[src/rtl/amp_sup_pkg.sv]
`timescale 1ns/1ps
package amp_sup_pkg;

  localparam int FLT_W = 5;

  localparam int FB_OVERVOLT = 0;
  localparam int FB_OVERCUR  = 1;
  localparam int FB_OVERTEMP = 2;
  localparam int FB_SWITCH   = 3;
  localparam int FB_DC       = 4;

  typedef enum logic [2:0] {
    ST_RESET  = 3'd0,
    ST_PWRCHK = 3'd1,
    ST_SETTLE = 3'd2,
    ST_RUN    = 3'd3,
    ST_TRIP   = 3'd4
  } sup_state_e;

  function automatic logic [FLT_W-1:0] pack_faults(input logic ov, input logic oc,
                                                   input logic ot, input logic sw,
                                                   input logic dc);
    logic [FLT_W-1:0] v;
    v = '0;
    v[FB_OVERVOLT] = ov;
    v[FB_OVERCUR]  = oc;
    v[FB_OVERTEMP] = ot;
    v[FB_SWITCH]   = sw;
    v[FB_DC]       = dc;
    return v;
  endfunction

  function automatic int settle_length(input int clk_hz, input int seconds);
    return clk_hz * seconds;
  endfunction

endpackage

[src/rtl/sup_settle_timer.sv]
`timescale 1ns/1ps
module sup_settle_timer #(
  parameter int SETTLE_CYCLES = 16,
  localparam int CW = $clog2(SETTLE_CYCLES + 1)
) (
  input  logic clk,
  input  logic rst,
  input  logic run,
  output logic done
);
  logic [CW-1:0] cnt;

  always_ff @(posedge clk) begin
    if (rst || !run) cnt <= '0;
    else             cnt <= cnt + 1'b1;
  end

  assign done = run && (cnt == CW'(SETTLE_CYCLES - 1));
endmodule

[src/rtl/sup_fault_latch.sv]
`timescale 1ns/1ps
module sup_fault_latch #(
  parameter int W = 5
) (
  input  logic         clk,
  input  logic         rst,
  input  logic         capture,
  input  logic         hold,
  input  logic [W-1:0] flags,
  output logic [W-1:0] code
);
  always_ff @(posedge clk) begin
    if (rst)          code <= '0;
    else if (capture) code <= (hold ? code : '0) | flags;
    else              code <= '0;
  end
endmodule

[src/rtl/sup_seq_fsm.sv]
`timescale 1ns/1ps
module sup_seq_fsm
  import amp_sup_pkg::*;
(
  input  logic       clk,
  input  logic       rst,
  input  logic       pwr_ok,
  input  logic       fault_any,
  input  logic       clr,
  input  logic       settle_done,
  output sup_state_e state,
  output sup_state_e state_nx
);
  always_comb begin
    state_nx = state;
    unique case (state)
      ST_RESET:  state_nx = fault_any ? ST_TRIP : ST_PWRCHK;
      ST_PWRCHK: begin
        if (fault_any)   state_nx = ST_TRIP;
        else if (pwr_ok) state_nx = ST_SETTLE;
      end
      ST_SETTLE: begin
        if (fault_any)        state_nx = ST_TRIP;
        else if (!pwr_ok)     state_nx = ST_PWRCHK;
        else if (settle_done) state_nx = ST_RUN;
      end
      ST_RUN: begin
        if (fault_any)    state_nx = ST_TRIP;
        else if (!pwr_ok) state_nx = ST_PWRCHK;
      end
      ST_TRIP: if (clr && !fault_any) state_nx = ST_PWRCHK;
      default: state_nx = ST_RESET;
    endcase
  end

  always_ff @(posedge clk) begin
    if (rst) state <= ST_RESET;
    else     state <= state_nx;
  end
endmodule

[src/rtl/amp_supervisor.sv]
`timescale 1ns/1ps
module amp_supervisor
  import amp_sup_pkg::*;
#(
  parameter int CLK_HZ        = 125_000_000,
  parameter int SETTLE_SEC    = 2,
  parameter int SETTLE_CYCLES = settle_length(CLK_HZ, SETTLE_SEC)
) (
  input  logic             clk,
  input  logic             rst,
  input  logic             pwr_ok,
  input  logic             flt_overvolt,
  input  logic             flt_overcur,
  input  logic             flt_overtemp,
  input  logic             flt_switch,
  input  logic             flt_dc,
  input  logic             clr,
  output logic             sample_en,
  output logic             stage_en,
  output logic [FLT_W-1:0] fault_code
);
  logic [FLT_W-1:0] flags;
  logic             fault_any;
  logic             settle_done;
  logic             in_settle;
  logic             entering_trip;
  logic             in_trip;
  sup_state_e       state;
  sup_state_e       state_nx;

  assign flags     = pack_faults(flt_overvolt, flt_overcur, flt_overtemp, flt_switch, flt_dc);
  assign fault_any = |flags;

  sup_seq_fsm u_fsm (
    .clk         (clk),
    .rst         (rst),
    .pwr_ok      (pwr_ok),
    .fault_any   (fault_any),
    .clr         (clr),
    .settle_done (settle_done),
    .state       (state),
    .state_nx    (state_nx)
  );

  assign in_settle     = (state == ST_SETTLE);
  assign in_trip       = (state == ST_TRIP);
  assign entering_trip = (state_nx == ST_TRIP);

  sup_settle_timer #(.SETTLE_CYCLES(SETTLE_CYCLES)) u_timer (
    .clk  (clk),
    .rst  (rst),
    .run  (in_settle),
    .done (settle_done)
  );

  sup_fault_latch #(.W(FLT_W)) u_latch (
    .clk     (clk),
    .rst     (rst),
    .capture (entering_trip),
    .hold    (in_trip),
    .flags   (flags),
    .code    (fault_code)
  );

  assign sample_en = (state == ST_RUN);
  assign stage_en  = (state == ST_RUN);
endmodule

[config.mk]
export PLATFORM = sky130hd
export DESIGN_NAME = amp_supervisor
export DESIGN_NICKNAME = d
export VERILOG_FILES = /design/src/rtl/amp_sup_pkg.sv /design/src/rtl/sup_settle_timer.sv /design/src/rtl/sup_fault_latch.sv /design/src/rtl/sup_seq_fsm.sv /design/src/rtl/amp_supervisor.sv
export SDC_FILE = /design/constraint.sdc
export NUM_CORES = 1
export LEC_CHECK = 0
export ABC_AREA = 0
export CAP_MARGIN = 20
export CORE_ASPECT_RATIO = 0.8
export CORE_MARGIN = 2
export CORE_UTILIZATION = 55
export DETAILED_ROUTE_END_ITERATION = 6
export MAX_ROUTING_LAYER = met4
export PLACE_DENSITY_LB_ADDON = 0.2
export SYNTH_ARGS = -nofsm -noshare
export SYNTH_HDL_FRONTEND = slang
export SYNTH_SLANG_ARGS = --single-unit
[constraint.sdc]
create_clock -name clk -period 2.2 [get_ports clk]
set_input_delay 0.22 -clock clk [delete_from_list [all_inputs] [get_ports clk]]
set_output_delay 0.22 -clock clk [all_outputs]
set_load 0.05 [all_outputs]
==> impl_metrics.csv <==
group,metric,value,unit
status,status,"completed",
setup_path,reg2reg_depth,4,
place,port_buffers,15,
synth,synth-simple-area-share,30.7,%
place,pre_cts_slack,0.0875,ns
power_and_ir_drop,max-vdd-ir-drop,0.578,mV
clock_network,cts_buffers,5,
floorplan,dieArea,3410,um^2
drt,avgRoutedWirePerCell,14.7,um
clock_network,cts.sinks,36,
synth,synth_xor_area_share,5.38,%
global_route,grt_pass1_wl,5970,um
power_and_ir_drop,fin_total_pwr,1.31,mW
synth,synth-seq-cells,36,
setup_path,crit_path_end_kind,"flop",
setup_path,cp_max_fo,15,
synth,synth_area_per_cell,8.52,um^2
flow_run,drv_cap,0,
drt,viasPerCell,5.96,
synth,muxShareOfSynthArea,0.615,%
power_and_ir_drop,sw_frac_of_total,21.7,%
synth,synth_compound_area_share,14.0,%
setup_path,critPathRequiredTime,2.42,ns
synth,seq_area_frac_synth,44.3,%
sta,setup_viol,0,
clock_network,cts_tree,"built",
sta,relSlewSlack,64.5,%
drt,ant_nets,0,
synth,syn-num-nets,201,
synth,ys.flop_type,"dfxtp_1",
drt,drt_pass1_iterations,5,
sta,fmax,482,MHz
synth,yosys.area_share.adder,0.769,%
power_and_ir_drop,p_int,1.02,mW
clock_network,path_clk_slew,0.07,ns
place,hpwl,2500,um
sta,min_period_over_period,94.2,%
finish,fin_util,68.7,%
sta,finalWorstSetupSlack,0.127,ns
synth,async_flop_share,0,%
synth,yosys_warnings,0,
drt,wirelength,3630,um
global_route,gr-total-overflow,0,
place,gp_congestion,0.880,
sta,fin_skew,0.00753,ns
drt,num_vias,1471,
global_route,grt_max_degree,27,
global_route,antenna_found_initial,0,
setup_path,crit_buf_inv,0,
sta,tightest_slew,0.530,ns
setup_path,critPathMaxStageDelay,0.66,ns
sta,setup_tns,0,ns
synth,synthDistinctLibCells,33,
floorplan,coreArea,2790,um^2
setup_path,critPathLaunchType,"flop",
clock_network,clock_latency,0.29,ns
floorplan,initial_core_util,58.4,%
setup_path,critical_path.cell_chain,"nand4_2, or4_4, or4_1, a21oi_1",
floorplan,die_h,52.7,um
global_route,grt_usage,24.7,%
setup_path,criticalPathCategory,"reg2reg",
sta,timing.final.crit_period,2.07,ns
synth,syn_inst,191,
drt,drc,0,
finish,num-nets-final,218,
setup_path,arrival,2.29,ns
hold_path,min_path_type,"reg2reg",
synth,synthesis.area,1630,um^2
floorplan,floorplan.rows,17,
power_and_ir_drop,net-switching-power,284,uW
finish,synthToLayoutAreaGrowth,17.5,%
synth,synth_top_family_by_area,"simple AND/OR/NAND/NOR gates",
floorplan,io_pins,16,
power_and_ir_drop,leakage,0.577,nW
sta,rsz0062_at_grt,"false",
floorplan,die-width,64.8,um
sta,hold_viol,0,
power_and_ir_drop,comb_power_share,5.3,%
drt,drt-initial-drc-count,93,
finish,drive_gt1_share,8.13,%
sta,timing.hold.ws,0.502,ns
global_route,grt_pass1_vias,1315,
sta,slew_viol_final,0,
hold_path,holdPathStages,2,
setup_path,crit_slowest_cell,"or4_4",
clock_network,cts.path.max_buffers,2,
finish,nFillCells,221,
clock_network,cts_root_buffer,"clkbuf_8",
power_and_ir_drop,p_seq_share,50.8,%
finish,antenna_cells,0,
clock_network,post_cts_buffers,0,
setup_path,crit_family,"simple AND/OR/NAND/NOR gates",
clock_network,htreeDepth,2,
synth,synth-edff-count,0,
power_and_ir_drop,power_density,684,nW/um^2
power_and_ir_drop,power_frac_clock,43.9,%
setup_path,crit_cells,4,
cell type report:
class	count	area, um^2	area share [%]
clock inverter	2	35.0	1.83
multi-input combinational	140	842	44.0
timing repair buffer	17	165	8.63
tap	38	47.5	2.49
sequential	36	721	37.7
inverter	8	30.0	1.57
clock buffer	6	72.6	3.79
registers in the layout, indices dropped and copies added, names as in the netlist:
| register | count |
|---|---|
| u_timer.cnt | 28 |
| u_latch.code | 5 |
| u_fsm.state | 3 |
metrics by stage:
stage | instance area [um^2] | std cells
after floorplan | 1630 | 191
after global placement | 1800 | 239
after detailed placement | 1800 | 239
after CTS | 1910 | 247
after global routing | 1910 | 247
final | 1910 | 247
logic make-up (layout without fill, tap and decap cells):
| group | Yosys count | count (layout) |
|---|---|---|
| AO/OA/AOI/OAI | 41 | 41 |
| flip-flops | 36 | 36 |
| multiplexers | 1 | 1 |
| buffers and inverters | 15 | 33 |
| adder cells (fa/ha/maj) | 1 | 1 |
| XOR/XNOR | 10 | 10 |
| AND/OR/NAND/NOR | 87 | 87 |
cells in the final DEF (no fill, tap or decap), types with 2 or more instances in the layout:
cell type        instances
a21oi_1                 24
and3_1                   3
buf_4                    2
clkbuf_8                 5
clkdlybuf4s50_1         15
dfxtp_1                 36
inv_1                    8
nand2_1                 10
nand2b_1                 3
nand3_1                  7
nand4_1                  6
nor2_1                  20
nor3_1                   4
nor4_1                   3
nor4b_1                  2
o21ai_0                  9
o31ai_1                  7
or2_2                    2
or3_1                    9
or4_1                    9
or4_4                    3
xnor2_1                  7
xor2_1                   3
path summary, 6_finish.rpt:
check,start,end,slack (ns)
hold reg to reg,u_latch.code[2]$_SDFF_PP0_,u_latch.code[2]$_SDFF_PP0_,0.50
setup reg to reg,u_timer.cnt[2]$_SDFF_PP0_,u_timer.cnt[21]$_SDFF_PP0_,0.13
hold / removal,u_latch.code[2]$_SDFF_PP0_,u_latch.code[2]$_SDFF_PP0_,0.50
setup / recovery,u_timer.cnt[2]$_SDFF_PP0_,u_timer.cnt[21]$_SDFF_PP0_,0.13
routing by layer:
| layer | track usage, % | vias up | wire (um) |
|---|---|---|---|
| met5 | - | - | 0 |
| met4 | 11.0 | 0 | 57 |
| met3 | 8.60 | 6 | 218 |
| met2 | 39.5 | 52 | 1730 |
| met1 | 28.5 | 683 | 1630 |
| li1 | - | 730 | - |
Yosys cell counts, types with 6 or more instances:
library cell	n	share of area [%]
a21oi_1	24	7.4
nand2_1	10	2.3
xnor2_1	7	3.8
o21ai_0	9	2.8
dfxtp_1	36	44
inv_1	8	1.8
nor2_1	20	4.6
or4_1	10	4.6
nand3_1	7	2.2
nand4_1	6	2.3
o31ai_1	7	3.2
or3_1	9	3.5
timing repair:
action / CTS / global route
resized for setup: 0 / 1
hold buffers: 0 / 0
setup endpoints to repair: 0 / 3
power by group through the flow:
stage | combinational, mW | sequential, mW | clock (mW)
6_report | 0.0692 | 0.665 | 0.574
5_1_grt | 0.0731 | 0.665 | 0.614
4_1_cts | 0.0692 | 0.665 | 0.579
3_5_place_dp | 0.0682 | 0.679 | 0
3_3_place_gp | 0.0665 | 0.679 | 0
2_1_floorplan | 0.0137 | 0.701 | 0
worst register-to-register path: stages, from the launching register on:
cell	delay [ns]
dfxtp_1	0.43
nand4_2	0.19
or4_4	0.66
or4_1	0.54
a21oi_1	0.17
Power figures use the tool's default switching activity.
